<file path="config.mk">
export PLATFORM = sky130hd
export DESIGN_NAME = audio_ser_tx
export DESIGN_NICKNAME = d
export VERILOG_FILES = /design/src/rtl/ast_pkg.sv /design/src/rtl/ast_byte_fifo.sv /design/src/rtl/ast_ws_gen.sv /design/src/rtl/ast_serializer.sv /design/src/rtl/audio_ser_tx.sv
export SDC_FILE = /design/constraint.sdc
export NUM_CORES = 1
export LEC_CHECK = 0
export BUFFER_PORTS_ARGS = -buffer_cell sky130_fd_sc_hd__buf_2
export CAP_MARGIN = 20
export CORE_UTILIZATION = 45
export CTS_CLUSTER_DIAMETER = 60
export DETAILED_ROUTE_END_ITERATION = 10
export PLACE_DENSITY = 0.67
export SKIP_LAST_GASP = 1
export SLEW_MARGIN = 20
export SYNTH_ARGS = -nofsm -noshare
export SYNTH_HDL_FRONTEND = slang
export SYNTH_SLANG_ARGS = --single-unit
</file>
<file path="constraint.sdc">
create_clock -name clk -period 4.2 [get_ports clk]
set_input_delay 0.63 -clock clk [delete_from_list [all_inputs] [get_ports clk]]
set_output_delay 0.63 -clock clk [all_outputs]
set_load 0.05 [all_outputs]
</file>
<file path="src/rtl/ast_pkg.sv">
package ast_pkg;

  localparam int SAMPLE_W = 32;

  typedef enum logic [1:0] {
    WID_8   = 2'd0,
    WID_16  = 2'd1,
    WID_32  = 2'd2,
    WID_32X = 2'd3
  } wid_e;

  // bytes moved through the FIFO per sample
  function automatic logic [2:0] wid_bytes(input wid_e sel);
    case (sel)
      WID_8:   return 3'd1;
      WID_16:  return 3'd2;
      default: return 3'd4;
    endcase
  endfunction

  // right-aligned sample moved to the top of a SAMPLE_W word, upper junk dropped
  function automatic logic [SAMPLE_W-1:0] msb_align(input logic [SAMPLE_W-1:0] s,
                                                      input wid_e sel);
    case (sel)
      WID_8:   return {s[7:0], 24'h0};
      WID_16:  return {s[15:0], 16'h0};
      default: return s;
    endcase
  endfunction

endpackage

</file>
<file path="src/rtl/ast_byte_fifo.sv">
module ast_byte_fifo #(
  parameter int FIFO_BYTES = 8,
  localparam int PTR_W = $clog2(FIFO_BYTES),
  localparam int LVL_W = $clog2(FIFO_BYTES + 1)
) (
  input  logic                         clk,
  input  logic                         rst_n,
  input  logic                         push,
  input  logic [2:0]                   nbytes,
  input  logic [ast_pkg::SAMPLE_W-1:0] push_data,
  input  logic                         pop,
  output logic [ast_pkg::SAMPLE_W-1:0] pop_data,
  output logic [LVL_W-1:0]             level,
  output logic                         room_ok,
  output logic                         avail_ok
);
  localparam int LANES = ast_pkg::SAMPLE_W / 8;

  logic [7:0]       mem [FIFO_BYTES];
  logic [PTR_W-1:0] wr_ptr, rd_ptr;
  logic             do_push, do_pop;

  assign room_ok  = (int'(level) + int'(nbytes)) <= FIFO_BYTES;
  assign avail_ok = int'(level) >= int'(nbytes);
  assign do_push  = push && room_ok;
  assign do_pop   = pop && avail_ok;

  always_comb begin
    pop_data = '0;
    for (int i = 0; i < LANES; i++) begin
      if (3'(i) < nbytes) pop_data[8*i +: 8] = mem[PTR_W'(rd_ptr + PTR_W'(i))];
    end
  end

  always_ff @(posedge clk) begin
    for (int i = 0; i < LANES; i++) begin
      if (do_push && (3'(i) < nbytes)) mem[PTR_W'(wr_ptr + PTR_W'(i))] <= push_data[8*i +: 8];
    end
  end

  always_ff @(posedge clk or negedge rst_n) begin
    if (!rst_n) begin
      wr_ptr <= '0;
      rd_ptr <= '0;
      level  <= '0;
    end else begin
      if (do_push) wr_ptr <= wr_ptr + PTR_W'(nbytes);
      if (do_pop)  rd_ptr <= rd_ptr + PTR_W'(nbytes);
      level <= level + (do_push ? LVL_W'(nbytes) : '0) - (do_pop ? LVL_W'(nbytes) : '0);
    end
  end
endmodule

</file>
<file path="src/rtl/ast_ws_gen.sv">
module ast_ws_gen #(
  parameter int CNT_W = 9
) (
  input  logic             clk,
  input  logic             rst_n,
  input  logic             tick,
  input  logic             enable,
  input  logic [CNT_W-1:0] half_period,
  output logic             ws
);
  logic [CNT_W-1:0] cnt;

  always_ff @(posedge clk or negedge rst_n) begin
    if (!rst_n) begin
      cnt <= '0;
      ws  <= 1'b0;
    end else if (tick && enable) begin
      if (cnt >= half_period) begin
        cnt <= '0;
        ws  <= ~ws;
      end else begin
        cnt <= cnt + 1'b1;
      end
    end
  end
endmodule

</file>
<file path="src/rtl/ast_serializer.sv">
module ast_serializer (
  input  logic                         clk,
  input  logic                         rst_n,
  input  logic                         tick,
  input  logic                         ws_now,
  input  ast_pkg::wid_e                width,
  input  logic                         mono,
  input  logic                         mute,
  input  logic                         stop,
  input  logic                         avail,
  input  logic [ast_pkg::SAMPLE_W-1:0] rd_data,
  output logic                         pop,
  output logic                         word_start,
  output logic                         uflow,
  output logic                         sd
);
  localparam int SW = ast_pkg::SAMPLE_W;

  logic          ws_q;
  logic [SW-1:0] sh, held, fresh, word;
  logic          want_pop, quiet, next_bit;

  assign word_start = tick && (ws_now != ws_q);
  assign want_pop   = word_start && !stop && !(mono && ws_now);
  assign pop        = want_pop && avail;
  assign uflow      = want_pop && !avail;
  assign quiet      = mute || stop;

  always_comb begin
    fresh = pop ? ast_pkg::msb_align(rd_data, width) : '0;
    if (stop)              word = '0;
    else if (mono && ws_now) word = held;
    else                   word = fresh;
    next_bit = word_start ? word[SW-1] : sh[SW-1];
  end

  always_ff @(posedge clk or negedge rst_n) begin
    if (!rst_n) begin
      ws_q <= 1'b0;
      sh   <= '0;
      held <= '0;
      sd   <= 1'b0;
    end else if (tick) begin
      ws_q <= ws_now;
      sh   <= word_start ? (word << 1) : (sh << 1);
      sd   <= quiet ? 1'b0 : next_bit;
      if (want_pop && mono) held <= fresh;
    end
  end
endmodule

</file>
<file path="src/rtl/audio_ser_tx.sv">
module audio_ser_tx #(
  parameter int FIFO_BYTES = 8,
  parameter int CNT_W = 9
) (
  input  logic                            clk,
  input  logic                            rst_n,
  input  logic                            bclk_tick,
  input  logic                            master_mode,
  input  logic                            ws_in,
  input  logic [CNT_W-1:0]                half_period,
  input  logic [1:0]                      width_sel,
  input  logic                            mono,
  input  logic                            mute,
  input  logic                            stop,
  input  logic                            wr_en,
  input  logic [31:0]                     wr_data,
  input  logic                            underrun_clr,
  output logic                            wr_ready,
  output logic [$clog2(FIFO_BYTES+1)-1:0] fifo_level,
  output logic                            ws_out,
  output logic                            sd_out,
  output logic                            underrun
);
  ast_pkg::wid_e width;
  logic          ws_gen, pop_evt, word_start, uflow_evt, avail;
  logic [31:0]   rd_data;

  assign width  = ast_pkg::wid_e'(width_sel);
  assign ws_out = master_mode ? ws_gen : ws_in;

  ast_ws_gen #(.CNT_W(CNT_W)) u_ws (
    .clk(clk), .rst_n(rst_n), .tick(bclk_tick), .enable(master_mode),
    .half_period(half_period), .ws(ws_gen)
  );

  ast_byte_fifo #(.FIFO_BYTES(FIFO_BYTES)) u_fifo (
    .clk(clk), .rst_n(rst_n), .push(wr_en), .nbytes(ast_pkg::wid_bytes(width)),
    .push_data(wr_data), .pop(pop_evt), .pop_data(rd_data), .level(fifo_level),
    .room_ok(wr_ready), .avail_ok(avail)
  );

  ast_serializer u_ser (
    .clk(clk), .rst_n(rst_n), .tick(bclk_tick), .ws_now(ws_out), .width(width),
    .mono(mono), .mute(mute), .stop(stop), .avail(avail), .rd_data(rd_data),
    .pop(pop_evt), .word_start(word_start), .uflow(uflow_evt), .sd(sd_out)
  );

  always_ff @(posedge clk or negedge rst_n) begin
    if (!rst_n)            underrun <= 1'b0;
    else if (uflow_evt)    underrun <= 1'b1;
    else if (underrun_clr) underrun <= 1'b0;
  end
endmodule

</file>
### Word-level counts from Yosys, hierarchy flattened

Memory sizes are Yosys's and may differ from the RTL's.
Cells that the tools add are included.

* reduce and logical (&&, ||, !) cells: 22
* $add $sub $neg: 12
* equal/unequal tests: 2
* multiplexer cells: 26
* bitwise logic cells: 1
* order comparisons: 7

Operators with widths (count)
* $mux 32: 4
* $pmux 32 s2: 1
* $le 32x5->1 const B: 1
* $mux 8: 4
* $logic_and 1x1->1: 14
* $mux 1: 13
* $add 3x2->3 const B: 4
* $add 9x1->9 const B: 1
* $ge 9x9->1: 1
* $mux 9: 1
* $add 3x1->3 const B: 2
* $add 3x3->3: 2
* $lt 1x3->1 const A: 2
* $lt 2x3->1 const A: 2
* $mux 3: 2
* $pmux 3 s2: 1
* $add 4x3->5: 1
* $add 4x4->4: 1
* $ge 4x3->1: 1
* $reduce_and 2->1: 2
* $sub 4x4->4: 1
* $logic_not 1->1: 3
* $eq 2x1->1 const B: 1
* $logic_not 2->1: 1
* other kinds (4): 4

* bits in writable memories: 64
* output and inout port bits: 8
* input port bits: 53
* register bits: 87
* word-level logic and storage cells: 81
* memories: 1

Memory list
* u_fifo.mem: depth 8, bits a word 8, read ports 4, clocked after Yosys merged registers in 0, wr ports 4, RTL line ast_byte_fifo.sv:19 `logic [7:0] mem [FIFO_BYTES];`

### Depth between registers and ports, before layout

Gate-level depths: netlist (run 1).

* depth after elaboration: 11
* gate-level depth with buffers: 19
* gate-level depth less buffers: 16

### By module

A second synthesis (run 1) with hierarchy kept.

* cell total of the unflattened synthesis: 1124
* area total of the unflattened synthesis: 10837.9 um^2

By module, submodules not included
* ast_byte_fifo: sequential area each 2172.1 um^2, cells each 701, times used 1, area an instance 6886.6 um^2
* ast_serializer: sequential area each 1626.6 um^2, cells each 337, times used 1, area an instance 3198.1 um^2
* ast_ws_gen: sequential area each 250.2 um^2, cells each 79, times used 1, area an instance 688.2 um^2
* audio_ser_tx: sequential area each 25.0 um^2, cells each 7, times used 1, area an instance 65.1 um^2

### Worst setup path before layout (run 1)

OpenSTA, ideal clock, no wires.

* path type: input-to-reg
* start point: input width_sel[0]
* end point: register u_fifo.level[3]
* stages: 18
* path slack: -603 ps
* library setup time: 124 ps
* data arrival time: 4678 ps
* data required time: 4076 ps
* path buffers: 3
* cell sequence: buf_6 > or2_2 > clkbuf_1 > ha_1 > clkbuf_1 > inv_1 > ha_1 > a2111o_1 > a21o_1 > and2_1 > inv_1 > nand3_1 > fa_1 > inv_1 > ha_1 > a21o_1 > a21oi_1 > xnor2_1

* cells in the longest elaborated chain, start to end: 8
* elaborated cells on any way between the ends: 13
* classes of those cells: 3 x add/sub; 2 x order compare; 1 x eq/ne; 3 x mux; 4 x reduce/logical

RTL lines
* from (decl): RTL line audio_ser_tx.sv:11 `input logic [1:0] width_sel,`
* $eq 2x1->1 or $logic_not 2->1 (tied branches): RTL line ast_pkg.sv:14 `case (sel)`
* $pmux 3 s2 *: RTL line ast_pkg.sv:14
* $add 4x3->5 *: RTL line ast_byte_fifo.sv:23 `assign room_ok = (int'(level) + int'(nbytes)) <= FIFO_BYTES;`
* $le 32x5->1 *: RTL line ast_byte_fifo.sv:23
* net wr_ready: RTL line audio_ser_tx.sv:18 `output logic wr_ready,`
* $logic_and 1x1->1 *: RTL line ast_byte_fifo.sv:25 `assign do_push = push && room_ok;`
* $mux 3 *: RTL line ast_byte_fifo.sv:49 `level <= level + (do_push ? LVL_W'(nbytes) : '0) - (do_pop ? LVL_W'(nbytes) : '0);`
* $add 4x4->4 *: RTL line ast_byte_fifo.sv:49
* $sub 4x4->4 *: RTL line ast_byte_fifo.sv:49
* to (signal assigned): RTL line ast_byte_fifo.sv:49
* to (decl): RTL line ast_byte_fifo.sv:13 `output logic [LVL_W-1:0] level,`

The timed path passes the listed nets; every way through them passes the cells marked *.
A chain may end at the register's enable or synchronous reset.

### Worst setup path after layout (run 1)

* start point: register u_fifo.level[1]
* end point: register u_fifo.level[3]

* cells in the longest elaborated chain, start to end: 6
* elaborated cells on any way between the ends: 10
* classes of those cells: 3 x add/sub; 2 x order compare; 2 x mux; 3 x reduce/logical

RTL lines (RTL line)
* $add 4x3->5: ast_byte_fifo.sv:23
* $le 32x5->1: ast_byte_fifo.sv:23
* $logic_and 1x1->1: ast_byte_fifo.sv:25
* $mux 3: ast_byte_fifo.sv:49
* $add 4x4->4: ast_byte_fifo.sv:49
* $sub 4x4->4 *: ast_byte_fifo.sv:49

Mark *: on every way between the ends. The rest lies on a longest branch, timed or not.

==> results of run 1 <==
routing by layer:
metal,part of all wire [%],up-vias,GRT usage [%]
li1,-,4236,-
met4,1.5,0,7.84
met3,6.2,38,3.21
met2,48,406,40.8
met1,45,4334,35.0
met5,0,-,0
power groups by stage:
stage | registers, uW | clock network, uW | logic (uW)
2_1_floorplan | 2290 | 0 | 3330
3_3_place_gp | 2420 | 0 | 4280
3_5_place_dp | 2440 | 0 | 4340
4_1_cts | 2410 | 1700 | 4350
5_1_grt | 2470 | 1760 | 4720
6_report | 2420 | 1690 | 4360
per-stage QoR:
step                util [%]  cell area (sq um)  hold slack (ns)
floorplan                  -              10900            0.334
global placement        48.7              11400            0.455
detailed placement      48.7              11400            0.468
CTS                     51.5              12100            0.235
global route            51.5              12100            0.257
finish                  51.5              12100            0.220
flip-flops by register name, summed over array words and instances (netlist names):
register	flops
underrun	1
u_fifo.mem	64
u_fifo.rd_ptr	3
u_ser.sh	31
u_ser.sd	1
u_ws.cnt	9
u_ser.ws_q	1
u_ws.ws	1
u_fifo.level	4
u_ser.held	32
u_fifo.wr_ptr	3
synthesized netlist by cell type, drive strengths merged (3+ instances only):
| master | count | area, sq um |
|---|---|---|
| buf | 51 | 234 |
| and3 | 6 | 37.5 |
| nor3 | 5 | 25.0 |
| nand2b | 17 | 106 |
| nand2 | 148 | 563 |
| ha | 28 | 350 |
| and2 | 14 | 87.6 |
| edfxtp | 64 | 1920 |
| a2111o | 3 | 33.8 |
| nand3 | 21 | 105 |
| xor2 | 9 | 78.8 |
| a21o | 4 | 30.0 |
| a211oi | 18 | 135 |
| mux2i | 80 | 805 |
| dfrtp | 86 | 2150 |
| a22o | 6 | 52.6 |
| a21oi | 111 | 571 |
| nor2b | 10 | 62.6 |
| a221oi | 4 | 35.0 |
| xnor2 | 11 | 96.3 |
| a31oi | 14 | 87.6 |
| or2 | 11 | 68.8 |
| inv | 39 | 146 |
| a222oi | 15 | 150 |
| clkbuf | 39 | 146 |
| mux2 | 7 | 82.6 |
| mux4 | 50 | 1130 |
| or3 | 7 | 43.8 |
| a22oi | 3 | 22.5 |
| o21a | 11 | 82.6 |
| nand3b | 3 | 35.0 |
| nor2 | 43 | 161 |
| o21ai | 82 | 410 |
| o22ai | 65 | 407 |
| fa | 4 | 80.1 |
layout make-up:
cell class | count | area share [%]
sequential | 150 | 33.7
clock buffer | 20 | 4.14
timing repair buffer | 99 | 4.92
inverter | 41 | 1.37
tap | 319 | 3.30
clock inverter | 12 | 1.30
multi-input combinational | 832 | 51.3
worst paths after layout:
| path | startpoint | end | slack (ns) | cells after the start |
|---|---|---|---|---|
| worst max-delay path | u_fifo.level[1] | u_fifo.level[3] | 0.59 | 15 |
| worst min-delay path | rst_n | u_ws.cnt[3] | 0.22 | 1 |
| worst max register to register | u_fifo.level[1] | u_fifo.level[3] | 0.59 | 15 |
| worst min register to register | u_ser.held[28] | u_ser.held[28] | 0.48 | 2 |
| max in group asynchronous | rst_n | u_ser.held[5] | 3.04 | 2 |
| min in group clk | u_ser.held[28] | u_ser.held[28] | 0.48 | 2 |
cells by family after synthesis:
group / Yosys count
DFF: 150
adders and majority gates: 32
AOI/OAI and AO/OA: 350
xor gates and xnor gates: 20
and+or+nand+nor: 293
muxes: 137
buffers and inverters: 131
==> run metrics, run 1 <==
Skew-Pair Late Insertion Delay 0.43 ns; pin count of the biggest net entering global routing 51; Peak Freq 277 MHz; max-slew violation count 0; Initial Util 45.8%; number of flops mapped to enable cells by yosys 64; P_sw 3490 uW; Setup crit start kind register; Clock Power Share 19.9%; CTS clk-pin slew, worst paths 0.07 ns; Final #Nets 1226; Internal Pwr Total about 5000 uW; row cnt 56; Least-Margin Pin Slew 1.04 ns; HPWL Detailed 22400 um; sequential cell area fraction in the yosys report 37.9%; share of cells above drive strength 1 19.2%; WL/cell 20.3 um; Post-Syn Area per Cell 9.65 sq um; Synth Register Bits 150; Peak VDD IR 0.295 mV; Layout Skew 0.0144 ns; routability congestion estimate from global placement 0.969; Synth Instances 1113; post-CTS setup buffers 0; DRT iter0 DRCs 720; Post-Synth XOR/XNOR Area under 10%; simple-gate share of the synthesized area 12.7%; Setup WS post-layout 0.595 ns; Port Buf Inserts 60; TNS Setup 0 ns; unrepaired setup endpoints after global routing no; WP data required 4.55 ns; buffers and inverters on the worst path 3; Core ar. 23500 sq um; Reg area 4080 sq um; grt ovf 0; # setup viols final 0; Clock Tree Root clkbuf_16; largest family of logic cells by synthesized area compound AO/OA/AOI/OAI gates; overall power between 8000 and 9000 uW; Tmin final roughly 3.6 ns; Max-Cap Viols 0; WP data arrival between 3 and 4 ns; pre-CTS setup slack between 0.15 and 0.2 ns; die height 157 um; non-filler instance count after layout 1473; Syn Std Cell Area 10700 sq um; Hold Buf Count CTS 0; Slowest cell on crit path fa_1; Area Overhead vs Synth 12.6%; Combinational Power Share 51.4%; final hold vios 0; multi-input logic area 6200 sq um; first-pass GRT wire length between 40000 and 50000 um; initial antenna violation count 0; Seq pwr share between 20% and 30%; status finished clean; vias post-DR 9014; CP max FO 4; most frequent cells in the layout nand2_1 (145), a21oi_1 (108), dfrtp_1 (84); commonest non-fill, non-tap cell in the layout nand2_1; H-tree Lvls 4; drt drc 0; Post-DRT Antenna Nets 0; Ports just over 60; Sw Share 41.2%; ys flop type dfrtp_1; ANT cells 0; Max clock buf depth 2; GRT Total Usage 25.2%; mux share of post-synthesis cell area between 10% and 20%; CTS tree yes; filler cell count 2136; die width 157 um; drt via density 6.12; Max-Slew Margin vs Limit 30.7%; fraction of registers with async set/reset 57.3%; CP Capture Type register; cts bufs inserted 17; drt pass-1 iters 6; PD cells 700 nW/um^2; Synth Area in Adders approximately 4%; leakage power 0.00521 uW; Die Area 24500 sq um; Cell Chain, Critical Path ha_4 > inv_1 > ha_1 > nor4bb_1 > a22oi_1 > a21o_1 > and2_4 > clkinvlp_4 > nand3_2 > fa_1 > inv_1 > ha_1 > a21o_1 > a21oi_2 > xnor2_1; placed cells 1441; Syn Nets 1198; final wirelength 29800 um; Yosys Warn Count 0; # clock sinks 150; critical path class reg -> reg; vias in the first global route 8339; Compound-Gate Fraction of Synth Area 20.1%; CTS resizes 0; Final period util a little under nine tenths; Worst Hold Class in -> async; Distinct cells, synth 65; Worst path max stage delay 0.59 ns; Crit path max-delay family adder cells
(Power assumes the default switching activity.)
==> inputs of run 2 (changes only) <==
Settings changed: CORE_ASPECT_RATIO set to 1.5.
==> run metrics, run 2 (synthesis gave the netlist of run 1 again) <==
filler cell count 2094 (was 2136); non-filler instance count after layout 1474 (was 1473); Worst R2R Start u_fifo.level[1] (unchanged); Max clock buf depth 2 (unchanged); Area Overhead vs Synth 11.9% (was 12.6%); Top reg by flops u_fifo.mem (unchanged); vias in the first global route 8961 (was 8339); max-slew violation count 0 (unchanged); WP data required 4.55 ns (about the same); Reg area 4080 sq um (unchanged); Worst Hold Class in -> async (unchanged); H-tree Lvls 4 (unchanged); Die Area 24500 sq um (about the same); HPWL Detailed 23400 um (was 22400 um); pin count of the biggest net entering global routing 66 (was 51); Peak Freq 275 MHz (was 277 MHz); final hold vios 0 (unchanged); Setup crit start kind input port (was register); share of cells above drive strength 1 19.5% (was 19.2%); CTS resizes 0 (unchanged); Port Buf Inserts 60 (unchanged); Hold Buf Count CTS 0 (unchanged); # setup viols final 0 (unchanged); unrepaired setup endpoints after global routing no (unchanged); Min Hold Slack 0.288 ns (was 0.220 ns); flop2flop setup slack 0.57 ns (was 0.59 ns); GRT Total Usage 26.2% (was 25.2%); grt ovf 0 (unchanged); Worst path max stage delay 0.59 ns (about the same); Crit path max-delay family adder cells (unchanged); Initial Util 46.3% (was 45.8%); FF-to-FF path depth 15 (unchanged); drt drc 0 (unchanged); Clock Tree Root clkbuf_16 (unchanged); final wirelength 30400 um (was 29800 um); CTS tree yes (unchanged); Crit path depth 17 (was 15); cts bufs inserted 17 (unchanged); CP dominant cell by count ha_1; Max-Slew Margin vs Limit 35.9% (was 30.7%); die width 128 um (was 157 um); PD cells 683 nW/um^2 (was 700 nW/um^2); Post-DRT Antenna Nets 0 (unchanged); Slowest cell on crit path fa_1 (unchanged); biggest regs u_fifo.mem (64), u_ser.held (32), u_ser.sh (31) (unchanged); initial antenna violation count 1 (was 0); Final period util 86.7% (was 85.8%); Core ar. 23200 sq um (was 23500 sq um); WL/cell 20.6 um (was 20.3 um); first-pass GRT wire length 49000 um (was 47000 um); TNS Setup 0 ns (unchanged); Final #Nets 1231 (was 1226); worst reg2reg path endpoint u_fifo.level[3] (unchanged); Cell Chain, Critical Path buf_2 > or2_4 > inv_2 > ha_1 > ha_1 > nor4bb_1 > a22oi_1 > a21o_1 > and2_4 > clkinvlp_4 > nand3_2 > fa_1 > inv_1 > ha_1 > a21o_1 > a21oi_2 > xnor2_1 (was ha_4 > inv_1 > ha_1 > nor4bb_1 > a22oi_1 > a21o_1 > and2_4 > clkinvlp_4 > nand3_2 > fa_1 > inv_1 > ha_1 > a21o_1 > a21oi_2 > xnor2_1); DRT iter0 DRCs 787 (was 720); max reg flops 64 (unchanged); CTS clk-pin slew, worst paths 0.07 ns (about the same); drt via density 6.13 (was 6.12); multi-input logic area 6200 sq um (unchanged); CP Capture Type register (unchanged); WP data arrival 4.00 ns (was 3.96 ns); critical path class in -> reg (was reg -> reg); vias post-DR 9034 (was 9014); placed cells 1441 (unchanged); CP max FO 5 (was 4); ANT cells 0 (unchanged); Max-Cap Viols 0 (unchanged); Skew-Pair Late Insertion Delay 0.43 ns (about the same); leakage power 0.00517 uW (was 0.00521 uW); die height 191 um (was 157 um); routability congestion estimate from global placement 0.950 (was 0.969); status finished clean (unchanged); most frequent cells in the layout nand2_1 (145), a21oi_1 (108), dfrtp_1 (84) (unchanged); post-CTS setup buffers 0 (unchanged); Ports 61 (unchanged); Peak VDD IR 0.402 mV (was 0.295 mV); Layout Skew 0.00958 ns (was 0.0144 ns); commonest non-fill, non-tap cell in the layout nand2_1 (unchanged); Tmin final 3.64 ns (was 3.61 ns); row cnt 68 (was 56); Least-Margin Pin Slew 0.960 ns (was 1.04 ns); # clock sinks 150 (unchanged); buffers and inverters on the worst path 4 (was 3); drt pass-1 iters 7 (was 6)
-- run 2: cell types whose count changed in the layout (fill, tap and decap cells not counted) --
cell        change
inv_6           +2
buf_8           +1
clkinvlp_4      +3
clkinv_4        +1
buf_4           +4
clkinv_1        +1
clkbuf_16       -3
bufinv_16       -3
inv_4           -1
inv_8           +1
clkinv_2        -1
-- run 2: how the worst max path moves through the flow --
| stage | startpoint | to | slack [ns] |
|---|---|---|---|
| after global placement | width_sel[0] | u_fifo.level[3] | 0.23 |
| after global routing | u_fifo.rd_ptr[0] | u_ser.held[29] | 0.34 |
| after floorplan | width_sel[0] | u_fifo.level[3] | 0.002 |
| after detailed placement | width_sel[0] | u_fifo.level[3] | 0.11 |
| after CTS | u_fifo.level[1] | u_fifo.level[3] | 0.54 |
| final | width_sel[0] | u_fifo.level[3] | 0.56 |
-- run 2: report_power, final --
group          leakage, uW  switching (uW)  internal [uW]
clock network     0.000257             652            767
registers          0.00174             431           2000
logic              0.00317            2420           1940
total              0.00517            3510           4710
-- run 2: per-layer routing --
metal | GRT usage (%) | wire [um]
met5 | 0 | 0
met4 | 15.4 | 1700
met3 | 3.64 | 1270
met2 | 47.3 | 16100
met1 | 29.2 | 11400
-- run 2: layout make-up --
type	instances	area share, %
multi-input combinational	832	51.6
sequential	150	33.9
timing repair buffer	104	5.33
clock buffer	17	3.54
tap	315	3.28
inverter	41	1.37
clock inverter	15	0.999
-- run 2: metrics by stage --
step,utilization [%],total power [uW],setup slack [ns],cell area [sq um]
CTS,51.7,8230,0.539,12000
finish,51.8,8220,0.559,12000
detailed placement,49.4,6800,0.108,11500
global placement,49.4,6740,0.226,11500
floorplan,-,5620,0.00196,10900
global route,51.8,8740,0.336,12000
==> inputs of run 3 (changes only) <==
Settings changed: ABC_AREA set to 1.
==> run metrics, run 3 <==
Max-Cap Viols 0 (unchanged); most common cell in the netlist nand2_1 (unchanged); worst reg2reg path endpoint u_fifo.mem[2][4] (was u_fifo.level[3]); overall power 8520 uW (was 8220 uW); mux share of post-synthesis cell area 0% (was 18.7%); CTS tree yes (unchanged); HPWL Detailed 31900 um (was 23400 um); CP Capture Type register (unchanged); Yosys top cell by area nand2_1 (was dfrtp_1); filler cell count 2501 (was 2094); Final #Nets 1830 (was 1231); Final period util 81.9% (was 86.7%); DRT iter0 DRCs 866 (was 787); Compound-Gate Fraction of Synth Area 17.1% (was 20.1%); Design Area, Final 12600 sq um (was 12000 sq um); Slowest cell on crit path o2111ai_1 (was fa_1); Clock Tree Root clkbuf_16 (unchanged); commonest non-fill, non-tap cell in the layout nand2_1 (unchanged); Combinational Power Share 55.0% (was 53.1%); CP dominant cell by count inv_1 (was ha_1); drt drc 0 (unchanged); max reg flops 64 (unchanged); Worst path max stage delay 0.39 ns (was 0.59 ns); share of cells above drive strength 1 10.5% (was 19.5%); sequential cell area fraction in the yosys report 36.3% (was 37.9%); P_sw 4310 uW (was 3510 uW); Port Buf Inserts 60 (unchanged); non-filler instance count after layout 2082 (was 1474); unrepaired setup endpoints after global routing no (unchanged); Setup crit start kind input port (unchanged); Syn Nets 1788 (was 1198); WL/cell 19.4 um (was 20.6 um); Cell Chain, Critical Path buf_2 > inv_1 > nor2_1 > inv_1 > ha_1 > clkinv_1 > ha_1 > inv_1 > nand3_1 > nand3_1 > nand2_1 > nand3_2 > nand4_4 > buf_4 > nor2_2 > clkinv_1 > o2111ai_1 (was buf_2 > or2_4 > inv_2 > ha_1 > ha_1 > nor4bb_1 > a22oi_1 > a21o_1 > and2_4 > clkinvlp_4 > nand3_2 > fa_1 > inv_1 > ha_1 > a21o_1 > a21oi_2 > xnor2_1); most frequent cells in the layout nand2_1 (582), o21ai_0 (179), a21oi_1 (156) (was nand2_1 (145), a21oi_1 (108), dfrtp_1 (84)); Max-Slew Margin vs Limit 28.7% (was 35.9%); fraction of registers with async set/reset 57.3% (unchanged); biggest regs u_fifo.mem (64), u_ser.held (32), u_ser.sh (31) (unchanged); leakage power 0.00574 uW (was 0.00517 uW); Top reg by flops u_fifo.mem (unchanged); routability congestion estimate from global placement 1.05 (was 0.950); placed cells 2050 (was 1441); Ports 61 (unchanged); vias in the first global route 11000 (was 8961); post-CTS setup buffers 0 (unchanged); # setup viols final 0 (unchanged); Synth Area in Adders 3.83% (was 4.01%); pre-CTS setup slack 0.341 ns (was 0.108 ns); ANT cells 0 (unchanged); Hold Buf Count CTS 0 (unchanged); drt pass-1 iters 5 (was 7); Tmin final 3.44 ns (was 3.64 ns); Initial Util 45.9% (was 46.3%); Post-synth top cells nand2_1 (582), o21ai_0 (179), a21oi_1 (156), nand3_1 (151), nor2_1 (140) (was nand2_1 (145), a21oi_1 (109), dfrtp_1 (86), o21ai_0 (82), mux2i_1 (79)); placed cell areas 12000 sq um (was 11500 sq um); Die Area 25600 sq um (was 24500 sq um); Yosys Warn Count 0 (unchanged); Layout Skew 0.00752 ns (was 0.00958 ns); Sw Share 50.6% (was 42.7%); Synth Register Bits 150 (unchanged); die height 195 um (was 191 um); Peak Freq 291 MHz (was 275 MHz); grt ovf 0 (unchanged); Clock Power Share 18.4% (was 17.3%); die width 131 um (was 128 um); Worst Hold Class in -> async (unchanged); Max clock buf depth 2 (unchanged); PD cells 678 nW/um^2 (was 683 nW/um^2); Peak VDD IR 0.331 mV (was 0.402 mV); final hold vios 0 (unchanged); Least-Margin Pin Slew 1.07 ns (was 0.960 ns); TNS Setup 0 ns (unchanged); CP max FO 9 (was 5); final wirelength 40400 um (was 30400 um); status finished clean (unchanged); CP Launch Point width_sel[0] (unchanged); Internal Pwr Total 4210 uW (was 4710 uW); drt via density 5.57 (was 6.13); pin count of the biggest net entering global routing 75 (was 66); Post-Syn Area per Cell 6.59 sq um (was 9.65 sq um); Setup WS post-layout 0.759 ns (was 0.559 ns); critical path class in -> reg (unchanged); cts bufs inserted 17 (unchanged); simple-gate share of the synthesized area 33.8% (was 12.7%); H-tree Lvls 4 (unchanged); Area Overhead vs Synth 11.9% (about the same); Worst R2R Start u_fifo.wr_ptr[0] (was u_fifo.level[1]); largest family of logic cells by synthesized area simple AND/OR/NAND/NOR gates (was compound AO/OA/AOI/OAI gates); Synth top area share 19.5% (was 20.0%); # clock sinks 150 (unchanged); ys flop type dfrtp_1 (unchanged); GRT Total Usage 32.7% (was 26.2%); Post-DRT Antenna Nets 0 (unchanged); flop2flop setup slack 0.92 ns (was 0.57 ns); Skew-Pair Late Insertion Delay 0.43 ns (about the same); WP data arrival 3.50 ns (was 4.00 ns); Synth Instances 1703 (was 1113); max-slew violation count 0 (unchanged); row cnt 70 (was 68); Core ar. 24400 sq um (was 23200 sq um); number of flops mapped to enable cells by yosys 64 (unchanged); CP endpoint u_fifo.mem[5][1] (was u_fifo.level[3]); Distinct cells, synth 37 (was 65); initial antenna violation count 0 (was 1); first-pass GRT wire length 62100 um (was 49000 um); CTS resizes 0 (unchanged); Syn Std Cell Area 11200 sq um (was 10700 sq um); CTS clk-pin slew, worst paths 0.07 ns (about the same); FF-to-FF path depth 10 (was 15); WP data required 4.26 ns (was 4.55 ns); Post-Synth XOR/XNOR Area 1.34% (was 1.63%); Seq pwr share 26.6% (was 29.6%); vias post-DR 11600 (was 9034); main area contributors after synthesis nand2_1 (19%), dfrtp_1 (19%), edfxtp_1 (17%), o21ai_0 (8.0%), a21oi_1 (7.0%) (was dfrtp_1 (20%), edfxtp_1 (18%), mux4_2 (10%), mux2i_1 (7.4%), a21oi_1 (5.1%))
## run 3: power groups by stage
stage	Clock, uW	Sequential, uW	Combinational [uW]
CTS	1580	2270	4640
finish	1570	2270	4680
floorplan	0	2240	3110
detailed placement	0	2290	4620
global route	1640	2310	5180
global placement	0	2290	4610
## run 3: routing by layer
metal / routed length (um) / vias to the layer above / global-route usage (%) / part of all wire [%]
li1: - / 5696 / - / -
met1: 14700 / 5278 / 34.9 / 36
met2: 20600 / 456 / 57.5 / 51
met4: 3350 / 0 / 25.4 / 8.3
met3: 1720 / 162 / 3.62 / 4.3
met5: 0 / - / 0 / 0
## run 3: critical path, delay by kind of cell
kind / cells / cell delay [ns]
fa+ha+maj: 2 / 0.46
buf+inv: 7 / 1.04
compound gates: 1 / 0.39
simple gates: 7 / 0.97
## run 3: logic make-up after synthesis
kind of cell	count (synthesis)
AOI/OAI and AO/OA	365
adders and majority gates	32
buffers and inverters	223
DFF	150
xor gates and xnor gates	15
and+or+nand+nor	918
## run 3: final cells by class
type	instances	area (sq um)	share of cell area (%)
multi-input combinational	1330	6290	50.1
sequential	150	4080	32.4
timing repair buffer	110	678	5.40
inverter	136	515	4.10
clock buffer	17	425	3.39
tap	324	405	3.23
clock inverter	15	165	1.32
## run 3: worst min path at each step
stage / slack [ns] / start / end
floorplan: 0.33 / rst_n / u_fifo.level[0]
global placement: 0.46 / u_ser.sd / u_ser.sd
detailed placement: 0.47 / u_ser.held[0] / u_ser.held[0]
CTS: 0.33 / rst_n / u_fifo.wr_ptr[2]
global route: 0.35 / rst_n / u_ser.sh[12]
finish: 0.28 / rst_n / u_ser.sh[11]
## run 3: metrics by stage
stage	util, %	hold WS, ns
final	51.4	0.284
after global routing	51.4	0.355
after CTS	51.4	0.326
after detailed placement	49.0	0.469
after global placement	49.0	0.460
after floorplan	-	0.334
